--- src/rtl/atim_pkg.sv ---
package atim_pkg;
  localparam int NUM_CH    = 3;
  localparam int CNT_W     = 8;
  localparam int TALLY_W   = 4;
  localparam int ADDR_W    = 3;
  localparam int DATA_W    = 8;
  localparam int SLOW_MULT = 8;

  localparam logic [ADDR_W-1:0] A_CTRL     = ADDR_W'(0);
  localparam int                A_LIM_BASE = 1;
  localparam int                A_TAL_BASE = 1 + NUM_CH;

  typedef logic [CNT_W-1:0]   cnt_t;
  typedef logic [TALLY_W-1:0] tally_t;
endpackage

--- src/rtl/atim_prescaler.sv ---
module atim_prescaler #(
  parameter int FAST_DIV = 4,
  parameter int SLOW_MULT = 8
) (
  input  logic clk,
  input  logic rst_n,
  output logic fast_tick,
  output logic slow_tick
);
  localparam int FW = (FAST_DIV > 1) ? $clog2(FAST_DIV) : 1;
  localparam int SW = (SLOW_MULT > 1) ? $clog2(SLOW_MULT) : 1;

  logic [FW-1:0] div_q;
  logic [SW-1:0] sub_q;

  assign fast_tick = (div_q == FW'(FAST_DIV - 1));
  assign slow_tick = fast_tick && (sub_q == SW'(SLOW_MULT - 1));

  always_ff @(posedge clk or negedge rst_n) begin
    if (!rst_n) begin
      div_q <= '0;
      sub_q <= '0;
    end else begin
      div_q <= fast_tick ? '0 : div_q + 1'b1;
      if (fast_tick)
        sub_q <= (sub_q == SW'(SLOW_MULT - 1)) ? '0 : sub_q + 1'b1;
    end
  end

  // a slow tick never occurs without a fast tick
  assert_slow_in_fast_R2: assert property (@(posedge clk) disable iff (!rst_n)
    slow_tick |-> fast_tick);
  // fast ticks are never back to back when the divider exceeds one
  assert_fast_spacing_R2: assert property (@(posedge clk) disable iff (!rst_n)
    (fast_tick && FAST_DIV > 1) |=> !fast_tick);
endmodule

--- src/rtl/atim_channel.sv ---
module atim_channel
  import atim_pkg::*;
(
  input  logic   clk,
  input  logic   rst_n,
  input  logic   enable,
  input  cnt_t   limit,
  input  logic   tick,
  input  logic   clr_req,
  output tally_t tally
);
  logic         en_d;
  cnt_t         run_q;
  logic [CNT_W:0] lim_ext;
  logic [CNT_W:0] nxt;
  logic         restart;
  logic         step;
  logic         hit;

  assign lim_ext = (limit == '0) ? {1'b1, {CNT_W{1'b0}}} : {1'b0, limit};
  assign nxt     = {1'b0, run_q} + 1'b1;
  assign restart = enable && !en_d;
  assign step    = enable && tick && !restart;
  assign hit     = step && (nxt >= lim_ext);

  always_ff @(posedge clk or negedge rst_n) begin
    if (!rst_n) begin
      en_d  <= 1'b0;
      run_q <= '0;
      tally <= '0;
    end else begin
      en_d <= enable;
      if (restart) begin
        run_q <= '0;
        tally <= '0;
      end else begin
        if (step)
          run_q <= hit ? '0 : nxt[CNT_W-1:0];
        case ({clr_req, hit})
          2'b10:   tally <= '0;
          2'b11:   tally <= tally_t'(1);
          2'b01:   tally <= tally + 1'b1;
          default: tally <= tally;
        endcase
      end
    end
  end

  // a disabled channel with no read holds its state
  assert_frozen_R6: assert property (@(posedge clk) disable iff (!rst_n)
    (!enable && !clr_req) |=> ($stable(tally) && $stable(run_q)));
  // a rising enable leaves state at zero
  assert_restart_R7: assert property (@(posedge clk) disable iff (!rst_n)
    $rose(enable) |=> (tally == '0 && run_q == '0));
  // a read leaves at most the one event of that edge
  assert_read_clear_R8: assert property (@(posedge clk) disable iff (!rst_n)
    clr_req |=> (tally <= tally_t'(1)));
  // the tally wraps from 15 to 0
  assert_wrap_R5: assert property (@(posedge clk) disable iff (!rst_n)
    (tally == '1 && hit && !clr_req) |=> (tally == '0));
endmodule

--- src/rtl/atim_regs.sv ---
module atim_regs
  import atim_pkg::*;
(
  input  logic                       clk,
  input  logic                       rst_n,
  input  logic                       bus_wr,
  input  logic                       bus_rd,
  input  logic [ADDR_W-1:0]          bus_addr,
  input  logic [DATA_W-1:0]          bus_wdata,
  output logic [DATA_W-1:0]          bus_rdata,
  input  logic [NUM_CH-1:0][TALLY_W-1:0] tallies,
  output logic [NUM_CH-1:0]          en_q,
  output logic [NUM_CH-1:0][CNT_W-1:0] lim_q,
  output logic [NUM_CH-1:0]          clr_vec
);
  logic [DATA_W-1:0] rd_val;

  always_comb begin
    rd_val = '0;
    if (bus_addr == A_CTRL)
      rd_val[NUM_CH-1:0] = en_q;
    for (int i = 0; i < NUM_CH; i++) begin
      if (bus_addr == ADDR_W'(A_LIM_BASE + i))
        rd_val = DATA_W'(lim_q[i]);
      if (bus_addr == ADDR_W'(A_TAL_BASE + i))
        rd_val = DATA_W'(tallies[i]);
    end
  end

  always_comb begin
    for (int i = 0; i < NUM_CH; i++)
      clr_vec[i] = bus_rd && (bus_addr == ADDR_W'(A_TAL_BASE + i));
  end

  always_ff @(posedge clk or negedge rst_n) begin
    if (!rst_n) begin
      en_q      <= '0;
      lim_q     <= '0;
      bus_rdata <= '0;
    end else begin
      if (bus_rd)
        bus_rdata <= rd_val;
      if (bus_wr) begin
        if (bus_addr == A_CTRL)
          en_q <= bus_wdata[NUM_CH-1:0];
        for (int i = 0; i < NUM_CH; i++)
          if (bus_addr == ADDR_W'(A_LIM_BASE + i))
            lim_q[i] <= bus_wdata[CNT_W-1:0];
      end
    end
  end

  // a control write lands in the enables
  assert_ctrl_write_R10: assert property (@(posedge clk) disable iff (!rst_n)
    (bus_wr && bus_addr == A_CTRL) |=> (en_q == $past(bus_wdata[NUM_CH-1:0])));
  // at most one tally is emptied per read
  assert_one_clear_R10: assert property (@(posedge clk) disable iff (!rst_n)
    $onehot0(clr_vec));
endmodule

--- src/rtl/atim_top.sv ---
module atim_top
  import atim_pkg::*;
#(
  parameter int               FAST_DIV  = 4,
  parameter logic [NUM_CH-1:0] FAST_MASK = 3'b100
) (
  input  logic              clk,
  input  logic              rst_n,
  input  logic              bus_wr,
  input  logic              bus_rd,
  input  logic [ADDR_W-1:0] bus_addr,
  input  logic [DATA_W-1:0] bus_wdata,
  output logic [DATA_W-1:0] bus_rdata
);
  logic fast_tick;
  logic slow_tick;
  logic [NUM_CH-1:0]                en_q;
  logic [NUM_CH-1:0][CNT_W-1:0]     lim_q;
  logic [NUM_CH-1:0]                clr_vec;
  logic [NUM_CH-1:0][TALLY_W-1:0]   tallies;
  logic [NUM_CH-1:0]                ch_tick;

  atim_prescaler #(.FAST_DIV(FAST_DIV), .SLOW_MULT(SLOW_MULT)) u_pre (
    .clk(clk), .rst_n(rst_n), .fast_tick(fast_tick), .slow_tick(slow_tick)
  );

  atim_regs u_regs (
    .clk(clk), .rst_n(rst_n), .bus_wr(bus_wr), .bus_rd(bus_rd),
    .bus_addr(bus_addr), .bus_wdata(bus_wdata), .bus_rdata(bus_rdata),
    .tallies(tallies), .en_q(en_q), .lim_q(lim_q), .clr_vec(clr_vec)
  );

  for (genvar g = 0; g < NUM_CH; g++) begin : g_ch
    if (FAST_MASK[g]) begin : g_fast
      assign ch_tick[g] = fast_tick;
    end else begin : g_slow
      assign ch_tick[g] = slow_tick;
    end
    atim_channel u_ch (
      .clk(clk), .rst_n(rst_n), .enable(en_q[g]), .limit(lim_q[g]),
      .tick(ch_tick[g]), .clr_req(clr_vec[g]), .tally(tallies[g])
    );
  end
endmodule

--- config.mk ---
export PLATFORM = sky130hd
export DESIGN_NAME = atim_top
export DESIGN_NICKNAME = d
export VERILOG_FILES = /design/src/rtl/atim_pkg.sv /design/src/rtl/atim_prescaler.sv /design/src/rtl/atim_channel.sv /design/src/rtl/atim_regs.sv /design/src/rtl/atim_top.sv
export SDC_FILE = /design/constraint.sdc
export NUM_CORES = 1
export LEC_CHECK = 0
export ABC_CLOCK_PERIOD_IN_PS = 4100
export BUFFER_PORTS_ARGS = -buffer_cell sky130_fd_sc_hd__buf_2
export CAP_MARGIN = 20
export CORE_MARGIN = 2
export CORE_UTILIZATION = 50
export CTS_CLUSTER_DIAMETER = 50
export DETAILED_ROUTE_END_ITERATION = 16
export PLACE_DENSITY = 0.67
export SYNTH_ARGS = -nofsm -noshare
export SYNTH_HDL_FRONTEND = slang
export SYNTH_SLANG_ARGS = --single-unit
export TNS_END_PERCENT = 10
--- constraint.sdc ---
create_clock -name clk -period 4.1 [get_ports clk]
set_clock_uncertainty 0.05 [all_clocks]
set_input_delay 0.41 -clock clk [delete_from_list [all_inputs] [get_ports clk]]
set_output_delay 0.41 -clock clk [all_outputs]
set_load 0.005 [all_outputs]
== Word level (Yosys, flattened, before mapping) ==
Index checks and enable logic that the tools add are counted.
Widths: inputs -> output; s select.
Word-level totals
  register bits: 79
  logic and storage cells: 107
Cells by class
  add/sub/neg operators: 8
  $lt $le $gt $ge: 3
  eq/ne operators: 17
  muxes and demuxes: 27
  reductions and logical operators: 36
Operators by type and width (number)
  $mux 8: 15
  $pmux 4 s3: 3
  $add 8x1->9 const B: 3
  $ge 9x9->1: 3
  $mux 9: 3
  $logic_not 8->1: 3
  $logic_and 1x1->1: 16
  $eq 2x2->1 const B: 7
  $add 4x1->4 const B: 3
  $eq 3x3->1 const B: 4
  $mux 4: 3
  $reduce_bool 4->1: 3
  $reduce_and 2->1: 4
  $eq 2x1->1 const B: 3
  $eq 3x2->1 const B: 2
  $logic_not 1->1: 6
  $mux 3: 2
  $reduce_bool 2->1: 3
  $add 3x1->3 const B: 1
  $eq 3x1->1 const B: 1
  $logic_not 3->1: 1
  $add 2x1->2 const B: 1
  $mux 2: 1

== Longest topological paths before layout ==
  depth after elaboration: 8
  depth in mapped cells: 18

== Hierarchy ==
From an unflattened synthesis, not the netlist that was laid out.
Unflattened totals
  cell total of the unflattened synthesis: 482
  area total of the unflattened synthesis: 4894.7 um^2
Modules (own cells, without submodules)
  atim_channel (g_ch[0].u_ch ...): instances 2, cells an instance 108, area each 962.2 um^2, sequential area each 325.3 um^2
  atim_regs: instances 1, cells an instance 142, area each 1779.2 um^2, sequential area each 875.8 um^2
  atim_channel (g_ch[1].u_ch): instances 1, cells an instance 108, area each 974.7 um^2, sequential area each 325.3 um^2
  atim_prescaler: instances 1, cells an instance 16, area each 216.5 um^2, sequential area each 125.1 um^2

== Worst setup path after synthesis ==
Ideal clock, no wire load.
  path kind: register to register
  from: register g_ch[1].u_ch.run_q[0]
  to: register g_ch[1].u_ch.tally[2]
  library setup time: 0.067 ns
  arrival time: 3.643 ns
  required time: 3.983 ns
  setup slack: 0.340 ns
  cell stages (with the launch flop): 17
  path buffers: 1
  cells stage by stage: dfrtp_1 -> ha_1 -> and3_1 -> nand3_1 -> xnor2_1 -> ha_1 -> a21o_1 -> a21o_1 -> a221o_1 -> o21ai_0 -> inv_1 -> ha_1 -> and3b_1 -> buf_1 -> or3b_2 -> o21ai_0 -> a32o_1
Between the ends
  cells in the longest elaborated chain, start to end: 6
  elaborated cells on any way between the ends: 9
  those cells by class: add/sub (1); order compare (1); eq/ne (3); mux (2); reduce/logical (2)
RTL lines
  start: declaration: line atim_channel.sv:13  | cnt_t run_q;
  start signal: assignment: line atim_channel.sv:38  | run_q <= hit ? '0 : nxt[CNT_W-1:0];
  $add 8x1->9 *: line atim_channel.sv:21  | assign nxt = {1'b0, run_q} + 1'b1;
  $ge 9x9->1 *: line atim_channel.sv:24  | assign hit = step && (nxt >= lim_ext);
  $logic_and 1x1->1 *: line atim_channel.sv:24
  $eq 2x1->1 or $eq 2x2->1 (tied branches): line atim_channel.sv:39  | case ({clr_req, hit})
  $pmux 4 s3: line atim_channel.sv:39
  $mux 4: line atim_channel.sv:33  | if (restart) begin
  end signal: assignment: line atim_channel.sv:41  | 2'b11: tally <= tally_t'(1);
  end signal: assignment: line atim_channel.sv:42  | 2'b01: tally <= tally + 1'b1;
  end signal: assignment: line atim_channel.sv:43  | default: tally <= tally;
  end: declaration: line atim_channel.sv:10  | output tally_t tally
Every way passes the cells marked *; elsewhere a longest branch is shown, timed or not.
A chain may end at the register's enable or synchronous reset.

== Worst setup path in the final report ==
Ends and elaborated chain as after synthesis.

==> results.toml <==
[clock_tree]
cts_tree = "yes"
cts.sinks = 79
path_clk_slew_ps = 80
h-tree-depth = 3
root_buffer = "clkbuf_8"
cts_made_buffers = 9
cts_buffer_depth = 2
clock_latency_ps = 360

[final_layout]
multiInputGateArea_um2 = 2535
final_area_um2 = 5159
insertedDiodeCount = 0
finalNetCount = 582
syn_to_final_growth_pct = 9.830
n_fill_cell = 822
regArea_um2 = 1977
layout_commonest_cell = "dfrtp_1"
final_cell_mix = "dfrtp_1 (79), nand2_1 (73), ha_1 (42), inv_1 (36), o21ai_0 (36)"
drive_above_1_share_pct = 12.64

[placed_design]
portBuffers = 22
gp_congestion = 0.9317
pre_cts_slack_ps = 111.6
place_hpwl_mm = 7.827
placed_area_um2 = 4902

[detailed_routing]
wire_per_inst_um = 16.13
antenna_left = 0
first_iter_violations = 130
vias_per_cell = 5.668
drt-total-wl_mm = 10.34
dr.pass1.iters = 6
drc_errors = 0
vias = 3633

[status]
outcome = "finished, final reports clean"

[sta]
max_freq_ghz = 0.2589
layout_setup_ws_ps = 237.5
period_share_pct = 94.21
tns_ps = 0
whs_ps = 249.3
slew_headroom_pct = 43.68
drv_slew = 0
worst_pin_slew_ps = 841.6
period_needed_ps = 3862
setup_viol = 0
hold_viol = 0

[worst_setup_path]
worstPathCellList = "ha_1 -> and3_1 -> nand3_1 -> xnor2_1 -> ha_1 -> a21o_1 -> a21o_1 -> a221o_1 -> o21ai_2 -> inv_1 -> ha_1 -> and3b_1 -> or3b_2 -> o21ai_0 -> a32o_1"
cp_max_fo = 8
cp-start-kind = "flip-flop"
endpoint_kind = "flip-flop"
cp_slowest_cell = "or3b_2"
crit_required_ps = 4340
path_class = "flip-flop to flip-flop"
crit_path_frequent_cell = "ha_1"
critical-path-max-stage-delay_ps = 460
arrival_ps = 4100
cp_top_family = "compound AO/OA/AOI/OAI gates"
worst-path-buf-inv = 1

[global_route]
globalRouteTotalUtil_pct = 21.72
grt_pass1_vias = 3570
grt_pass1_wl_mm = 17.35
grt-ovfl-total = 0
grt_max_degree = 80
antenna_found_initial = 0

[pwr]
finalPower_mw = 1.876
vdd_ir_drop_max_uv = 158.6
p_per_area_nw_per_um2 = 363.6
leakagePower_nw = 2.546

[logic_synthesis]
ys_top_cells_by_area = "dfrtp_1 (42%), ha_1 (11%), nand2_1 (5.8%), mux2_2 (4.3%), o21ai_0 (3.9%)"
synth_top_family_by_area = "simple AND/OR/NAND/NOR gates"
synth-seq-cells = 79
synth-simple-area-share_pct = 18.22
synth_top_area_share_pct = 42.09
postSynthAreaPerCell_um2 = 9.357
synth-compound-area-share_pct = 15.45
netlist_area_um2 = 4697
synth_nets = 559
yosys.area.top_type = "dfrtp_1"
yosysSeqAreaShare_pct = 42.09
synth_xor_area_share_pct = 2.797
yosysWarnings = 0
yosysUniqueCellTypes = 43
syn_inst = 502
synth_fa_ha_area_share_pct = 11.19
synth_mux_area_share_pct = 6.233

[die]
core.rowCount = 35
ios = 23
fp.dieH_um = 100.9
die_w_um = 100.9
coreArea_um2 = 9196
start_util_pct = 51.07
die-area_um2 = 10180

[min_path]
hold_class = "input port to flip-flop"

[flow_run]
timing.max_cap.violations = 0
[flip-flops by register name (all words and copies together), names as in the netlist]
register          count
u_regs.bus_rdata      8
u_regs.lim_q         24
g_ch.u_ch.tally      12
g_ch.u_ch.en_d        3
u_pre.sub_q           3
u_pre.div_q           2
u_regs.en_q           3
g_ch.u_ch.run_q      24
[where the power goes]
part / total [mW] / switching, mW / internal [mW]
Combinational: 0.323 / 0.194 / 0.129
Sequential: 0.938 / 0.0829 / 0.855
Clock: 0.614 / 0.300 / 0.314
[cells in the mapped netlist]
cell      instances
nor3_2            1
a41oi_1           1
and3b_1           3
or4_4             1
nand3_1          15
a221o_1           4
nor3b_1           3
and2_1            1
mux2_2           18
o22ai_1           4
a221oi_1          1
nand4_1           2
nor2b_1          13
ha_1             42
xnor2_1           8
nor3_1            9
o31ai_1           4
a32o_1           10
xor2_1            7
nand4b_1          2
mux2i_1           9
a211o_1           3
nand2_1          73
o21ai_0          37
nor2_1           29
a311o_1           1
nor4_1            7
or3_1             5
buf_2             1
and3_1            4
a211oi_1          2
a21o_1            7
clkbuf_1         10
o211ai_1          1
a22o_1            9
buf_1             3
or2_2             4
or3b_2            1
nand2b_1          5
a22oi_1           1
a21oi_1          26
inv_1            36
dfrtp_1          79
[path summary, 6_finish.rpt]
kind / end / slack (ps) / startpoint / cells after the start
max in group asynchronous: g_ch[1].u_ch.tally[2]$_DFFE_PN0P_ / 2920 / rst_n / 3
setup reg to reg: g_ch[1].u_ch.tally[2]$_DFFE_PN0P_ / 240 / g_ch[1].u_ch.run_q[0]$_DFFE_PN0P_ / 15
min in group asynchronous: g_ch[2].u_ch.run_q[4]$_DFFE_PN0P_ / 470 / rst_n / 2
setup / recovery: g_ch[1].u_ch.tally[2]$_DFFE_PN0P_ / 240 / g_ch[1].u_ch.run_q[0]$_DFFE_PN0P_ / 15
hold reg to reg: u_pre.div_q[0]$_DFF_PN0_ / 390 / u_pre.div_q[0]$_DFF_PN0_ / 1
hold / removal: u_regs.lim_q[13]$_DFFE_PN0P_ / 250 / bus_wdata[5] / 3
[worst register-to-register path, stage by stage (launching register included)]
cell	delay, ps
dfrtp_1	410
ha_1	200
and3_1	190
nand3_1	170
xnor2_1	180
ha_1	310
a21o_1	190
a21o_1	170
a221o_1	390
o21ai_2	180
inv_1	80
ha_1	290
and3b_1	260
or3b_2	460
o21ai_0	100
a32o_1	190
[cell families after synthesis]
| kind of cell | Yosys count |
|---|---|
| buffers and inverters | 50 |
| adders and majority gates | 42 |
| muxes | 27 |
| xor gates and xnor gates | 15 |
| and+or+nand+nor | 178 |
| DFF | 79 |
| AOI/OAI and AO/OA | 111 |
[area by class of cell]
class / instances / area share [%]
tap: 111 / 2.692
timing repair buffer: 26 / 3.202
sequential: 79 / 38.32
inverter: 36 / 2.619
clock buffer: 11 / 2.935
clock inverter: 5 / 1.091
multi-input combinational: 373 / 49.14
[metrics by stage]
step	instances	util (%)
finish	641	56.10
global route	641	56.10
CTS	638	55.56
detailed placement	622	53.31
global placement	622	53.31
floorplan	502	-
[per-layer routing]
layer  wire (um)  vias to the layer above  GRT usage (%)
met4         119                        0          6.549
met2        5031                       44          36.82
met5           0                        -              0
met1        4921                     1741          29.17
met3         266                       12          2.705
li1            -                     1836              -
[repair_timing]
action | CTS | global route
setup buffers | 0 | 1
resized for setup | 0 | 2
hold buffers | 0 | 1
hold endpoints to repair | 0 | 30
setup endpoints to repair | 0 | 2
Note: power is estimated with default switching activity, not from simulation.
